==> src/rtl/lcd_drv_pkg.sv <==
package lcd_drv_pkg;
  localparam int LVL_W = 3;
  typedef logic [LVL_W-1:0] lvl_t;

  localparam lvl_t LVL_1 = 3'd1;
  localparam lvl_t LVL_2 = 3'd2;
  localparam lvl_t LVL_3 = 3'd3;
  localparam lvl_t LVL_4 = 3'd4;
  localparam lvl_t LVL_5 = 3'd5;
  localparam lvl_t LVL_6 = 3'd6;

  // Column bank: the data bit picks the pair (1/2 or 3/4); alt picks inside the pair.
  function automatic lvl_t col_level(input logic bit_d, input logic alt);
    if (bit_d) return alt ? LVL_1 : LVL_2;
    else       return alt ? LVL_3 : LVL_4;
  endfunction

  // Row bank: select pair 1/2 or 5/6 with the alternation sense reversed.
  function automatic lvl_t row_level(input logic bit_d, input logic alt);
    if (bit_d) return alt ? LVL_2 : LVL_1;
    else       return alt ? LVL_6 : LVL_5;
  endfunction

  function automatic lvl_t pick_level(input logic is_row, input logic bit_d,
                                      input logic alt);
    return is_row ? row_level(bit_d, alt) : col_level(bit_d, alt);
  endfunction
endpackage

==> src/rtl/strobe_fall_det.sv <==
module strobe_fall_det #(
  parameter int STAGES = 2
) (
  input  logic clk,
  input  logic rst,
  input  logic raw,
  output logic fall
);
  logic [STAGES-1:0] sync_q;
  logic              prev_q;

  always_ff @(posedge clk) begin
    if (rst) begin
      sync_q <= '0;
      prev_q <= 1'b0;
    end else begin
      sync_q[0] <= raw;
      prev_q    <= sync_q[STAGES-1];
      for (int i = 1; i < STAGES; i++) sync_q[i] <= sync_q[i-1];
    end
  end

  assign fall = prev_q & ~sync_q[STAGES-1];
endmodule

==> src/rtl/bank_shift_latch.sv <==
module bank_shift_latch #(
  parameter int N = 20
) (
  input  logic         clk,
  input  logic         rst,
  input  logic         shift_ev,
  input  logic         latch_ev,
  input  logic         dir,
  input  logic         l_in,
  input  logic         r_in,
  output logic         l_out,
  output logic         l_oe,
  output logic         r_out,
  output logic         r_oe,
  output logic [N-1:0] lat_q
);
  logic [N-1:0] sr_q;
  logic [N-1:0] sr_up;
  logic [N-1:0] sr_dn;

  assign sr_up = {sr_q[N-2:0], l_in};
  assign sr_dn = {r_in, sr_q[N-1:1]};

  always_ff @(posedge clk) begin
    if (rst) begin
      sr_q  <= '0;
      lat_q <= '0;
    end else begin
      if (latch_ev) lat_q <= sr_q;
      if (shift_ev) sr_q  <= dir ? sr_dn : sr_up;
    end
  end

  assign r_oe  = ~dir;
  assign l_oe  = dir;
  assign r_out = ~dir & sr_q[N-1];
  assign l_out = dir & sr_q[0];


  lft_entry_chk: assert property (@(posedge clk) disable iff (rst)
    (shift_ev && !dir) |=> sr_q[0] == $past(l_in));

  rgt_entry_chk: assert property (@(posedge clk) disable iff (rst)
    (shift_ev && dir) |=> sr_q[N-1] == $past(r_in));

  cascade_step_chk: assert property (@(posedge clk) disable iff (rst)
    (shift_ev && !dir && !$past(rst)) |=> (dir || r_out == $past(sr_q[N-2])));

  latch_copy_chk: assert property (@(posedge clk) disable iff (rst)
    latch_ev |=> lat_q == $past(sr_q));

  idle_hold_chk: assert property (@(posedge clk) disable iff (rst)
    (!shift_ev && !latch_ev) |=> ($stable(sr_q) && $stable(lat_q)));
endmodule

==> src/rtl/bank_level_map.sv <==
module bank_level_map
  import lcd_drv_pkg::*;
#(
  parameter int N = 20
) (
  input  logic               clk,
  input  logic               rst,
  input  logic               is_row,
  input  logic               alt,
  input  logic [N-1:0]       lat,
  output logic [N*LVL_W-1:0] codes
);
  for (genvar c = 0; c < N; c++) begin : g_ch
    lvl_t code_c;
    assign code_c = pick_level(is_row, lat[c], alt);
    assign codes[c*LVL_W +: LVL_W] = code_c;


    row_set_chk: assert property (@(posedge clk) disable iff (rst)
      is_row |-> (code_c == LVL_1 || code_c == LVL_2 ||
                  code_c == LVL_5 || code_c == LVL_6));

    col_set_chk: assert property (@(posedge clk) disable iff (rst)
      !is_row |-> (code_c >= LVL_1 && code_c <= LVL_4));
  end
endmodule

==> src/rtl/lcd_shift_latch_drv.sv <==
module lcd_shift_latch_drv
  import lcd_drv_pkg::*;
#(
  parameter int CH_PER_BANK = 20,
  parameter int SYNC_STAGES = 2
) (
  input  logic                          clk,
  input  logic                          rst,
  input  logic                          strobe_a,
  input  logic                          strobe_b,
  input  logic                          row_mode,
  input  logic                          alt_m,
  input  logic [1:0]                    dir,
  input  logic [1:0]                    end_l_in,
  input  logic [1:0]                    end_r_in,
  output logic [1:0]                    end_l_out,
  output logic [1:0]                    end_l_oe,
  output logic [1:0]                    end_r_out,
  output logic [1:0]                    end_r_oe,
  output logic [2*CH_PER_BANK-1:0]      lat_bits,
  output logic [2*CH_PER_BANK*3-1:0]    lvl_codes
);
  localparam int BANKS = 2;
  localparam int BW    = CH_PER_BANK * LVL_W;

  logic       fall_a;
  logic       fall_b;
  logic [1:0] bank_row;
  logic [1:0] shift_ev;
  logic [1:0] latch_ev;

  strobe_fall_det #(.STAGES(SYNC_STAGES)) u_det_a (
    .clk(clk), .rst(rst), .raw(strobe_a), .fall(fall_a));
  strobe_fall_det #(.STAGES(SYNC_STAGES)) u_det_b (
    .clk(clk), .rst(rst), .raw(strobe_b), .fall(fall_b));

  for (genvar b = 0; b < BANKS; b++) begin : g_bank
    if (b == BANKS - 1) begin : g_row_capable
      assign bank_row[b] = row_mode;
    end else begin : g_col_only
      assign bank_row[b] = 1'b0;
    end

    assign shift_ev[b] = bank_row[b] ? fall_a : fall_b;
    assign latch_ev[b] = bank_row[b] ? fall_b : fall_a;

    logic [CH_PER_BANK-1:0] lat_b;

    bank_shift_latch #(.N(CH_PER_BANK)) u_bank (
      .clk(clk), .rst(rst),
      .shift_ev(shift_ev[b]), .latch_ev(latch_ev[b]), .dir(dir[b]),
      .l_in(end_l_in[b]), .r_in(end_r_in[b]),
      .l_out(end_l_out[b]), .l_oe(end_l_oe[b]),
      .r_out(end_r_out[b]), .r_oe(end_r_oe[b]),
      .lat_q(lat_b));

    assign lat_bits[b*CH_PER_BANK +: CH_PER_BANK] = lat_b;

    bank_level_map #(.N(CH_PER_BANK)) u_map (
      .clk(clk), .rst(rst), .is_row(bank_row[b]), .alt(alt_m),
      .lat(lat_b), .codes(lvl_codes[b*BW +: BW]));
  end


  alt_keeps_latch_chk: assert property (@(posedge clk) disable iff (rst)
    (!fall_a && !fall_b) |=> $stable(lat_bits));

  col_bank_keeps_roles_chk: assert property (@(posedge clk) disable iff (rst)
    fall_b |-> shift_ev[0]);
endmodule

==> config.mk <==
export PLATFORM = sky130hd
export DESIGN_NAME = lcd_shift_latch_drv
export DESIGN_NICKNAME = d
export VERILOG_FILES = /design/src/rtl/lcd_drv_pkg.sv /design/src/rtl/strobe_fall_det.sv /design/src/rtl/bank_shift_latch.sv /design/src/rtl/bank_level_map.sv /design/src/rtl/lcd_shift_latch_drv.sv
export SDC_FILE = /design/constraint.sdc
export NUM_CORES = 1
export LEC_CHECK = 0
export ABC_AREA = 1
export BUFFER_PORTS_ARGS = -buffer_cell sky130_fd_sc_hd__buf_2
export CAP_MARGIN = 5
export CORE_ASPECT_RATIO = 1.25
export CORE_MARGIN = 2
export CORE_UTILIZATION = 30
export DETAILED_ROUTE_END_ITERATION = 8
export GPL_ROUTABILITY_DRIVEN = 0
export PLACE_DENSITY = 0.54
export SETUP_SLACK_MARGIN = 0.05
export SLEW_MARGIN = 30
export SYNTH_ARGS = -nofsm -noshare
export SYNTH_HDL_FRONTEND = slang
export SYNTH_SLANG_ARGS = --single-unit
==> constraint.sdc <==
create_clock -name clk -period 2.8 [get_ports clk]
set_input_delay 0.28 -clock clk [delete_from_list [all_inputs] [get_ports clk]]
set_output_delay 0.28 -clock clk [all_outputs]
set_load 0.02 [all_outputs]
==> summary.md <==
| Metric | Value |
|---|---|
| Outcome | completed |
| Internal | roughly 2.1 mW |
| Net Switching | 1.00 mW |
| R2r startpoint | u_det_b.sync_q[1] |
| Syn Area/Cell | roughly 7 µm² |
| Setup violators final | 0 |
| Setup_tns | 0 ps |
| Final Hold Violating Endpoints | 0 |
| Worst hold margin | 147 ps |
| Placed inst area | between 0.005 and 0.006 mm² |
| Synth-to-Final Area Change | 19.8% |
| Max cap viols | 0 |
| Routed via count | about 4600 |
| Non-filler cells, final | 1039 |
| Global-route usage over all layers | 0.135 |
| Wire per inst | 11.4 µm |
| CP endpoint kind | output pin |
| Clock power frac | 0.363 |
| CTS tree | done |
| Slew margin rel. | 0.494 |
| Sequential share of the synthesized area | 0.354 |
| Synthesized net count | roughly 760 |
| Post-synth top area share | 0.354 |
| Crit path from | alt_m |
| Hold endpoint | u_det_b.sync_q[0] |
| Sequential Power Share | 0.421 |
| Number of antenna violations at the first check in global routing | 0 |
| Chip Width | 118 µm |
| CTS Hold Bufs | 0 |
| CTS resizes | 0 |
| Standard-cell rows | 52 |
| Post-CTS setup buffer count | 0 |
| WL final | between 10000 and 15000 µm |
| H-tree depth | 3 |
| Worst-path clk slew | about 60 ps |
| Fillers | around 1800 |
| Detail Placement HPWL | just over 8000 µm |
| Top cells by area, synth | dfxtp_1 (35%), nand2_1 (13%), ha_1 (10%) |
| Total clock sinks | 86 |
| Hold crit path type | in2reg |
| Worst vdd ir | between 0.0002 and 0.00025 V |
| Worst-skew pair later-pin latency | between 300 and 400 ps |
| Synth Register Bits | 86 |
| Clock Tree Buf Depth | 2 |
| IO buf count | 179 |
| Min Tclk post-route | about 2000 ps |
| Comb power frac | 0.215 |
| Largest area contributor in the netlist | dfxtp_1 |
| Starting Density | 0.304 |
| CTS Buf Count | 9 |
| Fraction of layout cells with a size suffix above 1 | 0.252 |
| Cell area after layout | between 0.005 and 0.006 mm² |
| PwrDens | between 500 and 600 mW/mm² |
| Hold path cells | 3 |
| Reg2reg path depth | 4 |
| Pins Over Slew Limit | 0 |
| Worst EP required | around 2500 ps |
| Yosys cell types | 16 |
| Slew of the pin with the lowest slew margin | between 700 and 800 ps |
| DIE AREA | between 0.015 and 0.02 mm² |
| # diodes | 0 |
| DRC | 0 |
| Worst Setup Path Type | in2out |
| Routed vias/inst | 4.45 |
| Critical R2R Capture | g_bank[1].u_bank.sr_q[16] |
| DP Cell Count | 1023 |
| P_leak | about 2.9 nW |
| Die Ht | roughly 150 µm |
| RSZ-0062 raised after global routing | false |
| CP Launch Type | input pin |
| Pre-antenna DRT Iters | 4 |
| Clock Root Buffer | clkbuf_16 |
| Max Fclk | 0.501 GHz |
| Pin count of the biggest net entering global routing | 61 |
| Synthesized instance count | a little over 700 |
| Tcrit/Tclk final | 0.713 |
| Post-Syn Area | a little under 0.005 mm² |
| Vias in the first global route | 4057 |
| Worst Path Arrival | between 1500 and 2000 ps |
| CP Max Fanout | 25 |
| YS warnings | 0 |
| Worst Skew | roughly 6.4 ps |
| R2r setup slk | 1260 ps |
| Hold Crit Start | strobe_b |
| Post-route antenna net violation count | 0 |
| First-pass GRT wire length | slightly below 20000 µm |
| Gr ovfl total | 0 |
| Detailed Route Iter0 Violations | 129 |
| Core area | between 0.015 and 0.02 mm² |
| Switching part of the total | 0.326 |
| Final nets | 870 |
| I/O pin count | 180 |
## power groups by stage
stage	combinational, mW	clock [mW]	sequential [mW]
floorplan	0.514	0	1.35
global placement	0.672	0	1.33
detailed placement	0.674	0	1.33
CTS	0.676	1.16	1.30
global route	0.740	1.20	1.31
finish	0.664	1.12	1.30
## critical path: stages
cell	delay (ps)
buf_2	190
inv_2	440
buf_4	350
ha_1	270
buf_2	160
## cell families (layout without fill, tap and decap cells)
kind of cell    after synthesis  in the layout  synth area share
compound gates              159            159             0.164
xor+xnor                      1              1           0.00180
fa+ha+maj                    40             40             0.103
buf+inv                     166            277             0.168
flops                        86             86             0.354
simple gates                260            260             0.210
## layout by cell type, fill, tap and decap left out, drive strengths merged
cell and n:
nor2 68, o21ai 79, nand2 168, clkbuf 10, buf 186, ha 40, clkinvlp 4, inv 76
nand3 24, a21oi 80, dfxtp 86, clkinv 1, xor2 1
## state kept, by name, indices dropped and copies added, names as in the netlist
signal,count
g_bank.u_bank.lat_q,40
u_det_b.prev_q,1
u_det_a.prev_q,1
g_bank.u_bank.sr_q,40
u_det_a.sync_q,2
u_det_b.sync_q,2
## metrics by stage
stage / setup WS [ps] / util / power [mW]
finish: 802 / 0.364 / 3.08
floorplan: 939 / - / 1.86
global route: 682 / 0.364 / 3.24
CTS: 764 / 0.364 / 3.14
detailed placement: 764 / 0.346 / 2.00
global placement: 795 / 0.346 / 2.00
## routing by layer
layer  up-vias  GRT usage  share of wire
met5         -          0              0
met4         0     0.0434          0.012
met3        11     0.0285          0.057
met2       139      0.236           0.48
met1      2055      0.164           0.45
li1       2420          -              -
## how the worst max path moves through the flow
stage | endpoint | depth (start not counted)
after CTS | lvl_codes[37] | 5
final | lvl_codes[7] | 5
after floorplan | lvl_codes[102] | 2
after detailed placement | lvl_codes[37] | 5
after global placement | lvl_codes[53] | 5
after global routing | lvl_codes[16] | 5
## cells in the mapped netlist
cell type  count
nand2_2        1
xor2_1         1
nor2_1        68
nand3_2        2
o21ai_0       79
inv_2          1
clkinv_1       1
buf_2         13
nand3_1       22
nand2_1      167
ha_1          40
clkbuf_1      31
dfxtp_1       86
buf_4         47
inv_1         73
a21oi_1       80
## cell type report
| cell class | instances | area, µm² | share of cell area |
|---|---|---|---|
| clock buffer | 10 | 229 | 0.0393 |
| timing repair buffer | 186 | 948 | 0.163 |
| multi-input combinational | 460 | 2320 | 0.399 |
| clock inverter | 6 | 47.5 | 0.00817 |
| inverter | 75 | 282 | 0.0484 |
| tap | 216 | 270 | 0.0464 |
| sequential | 86 | 1720 | 0.296 |
(Power assumes the default switching activity.)
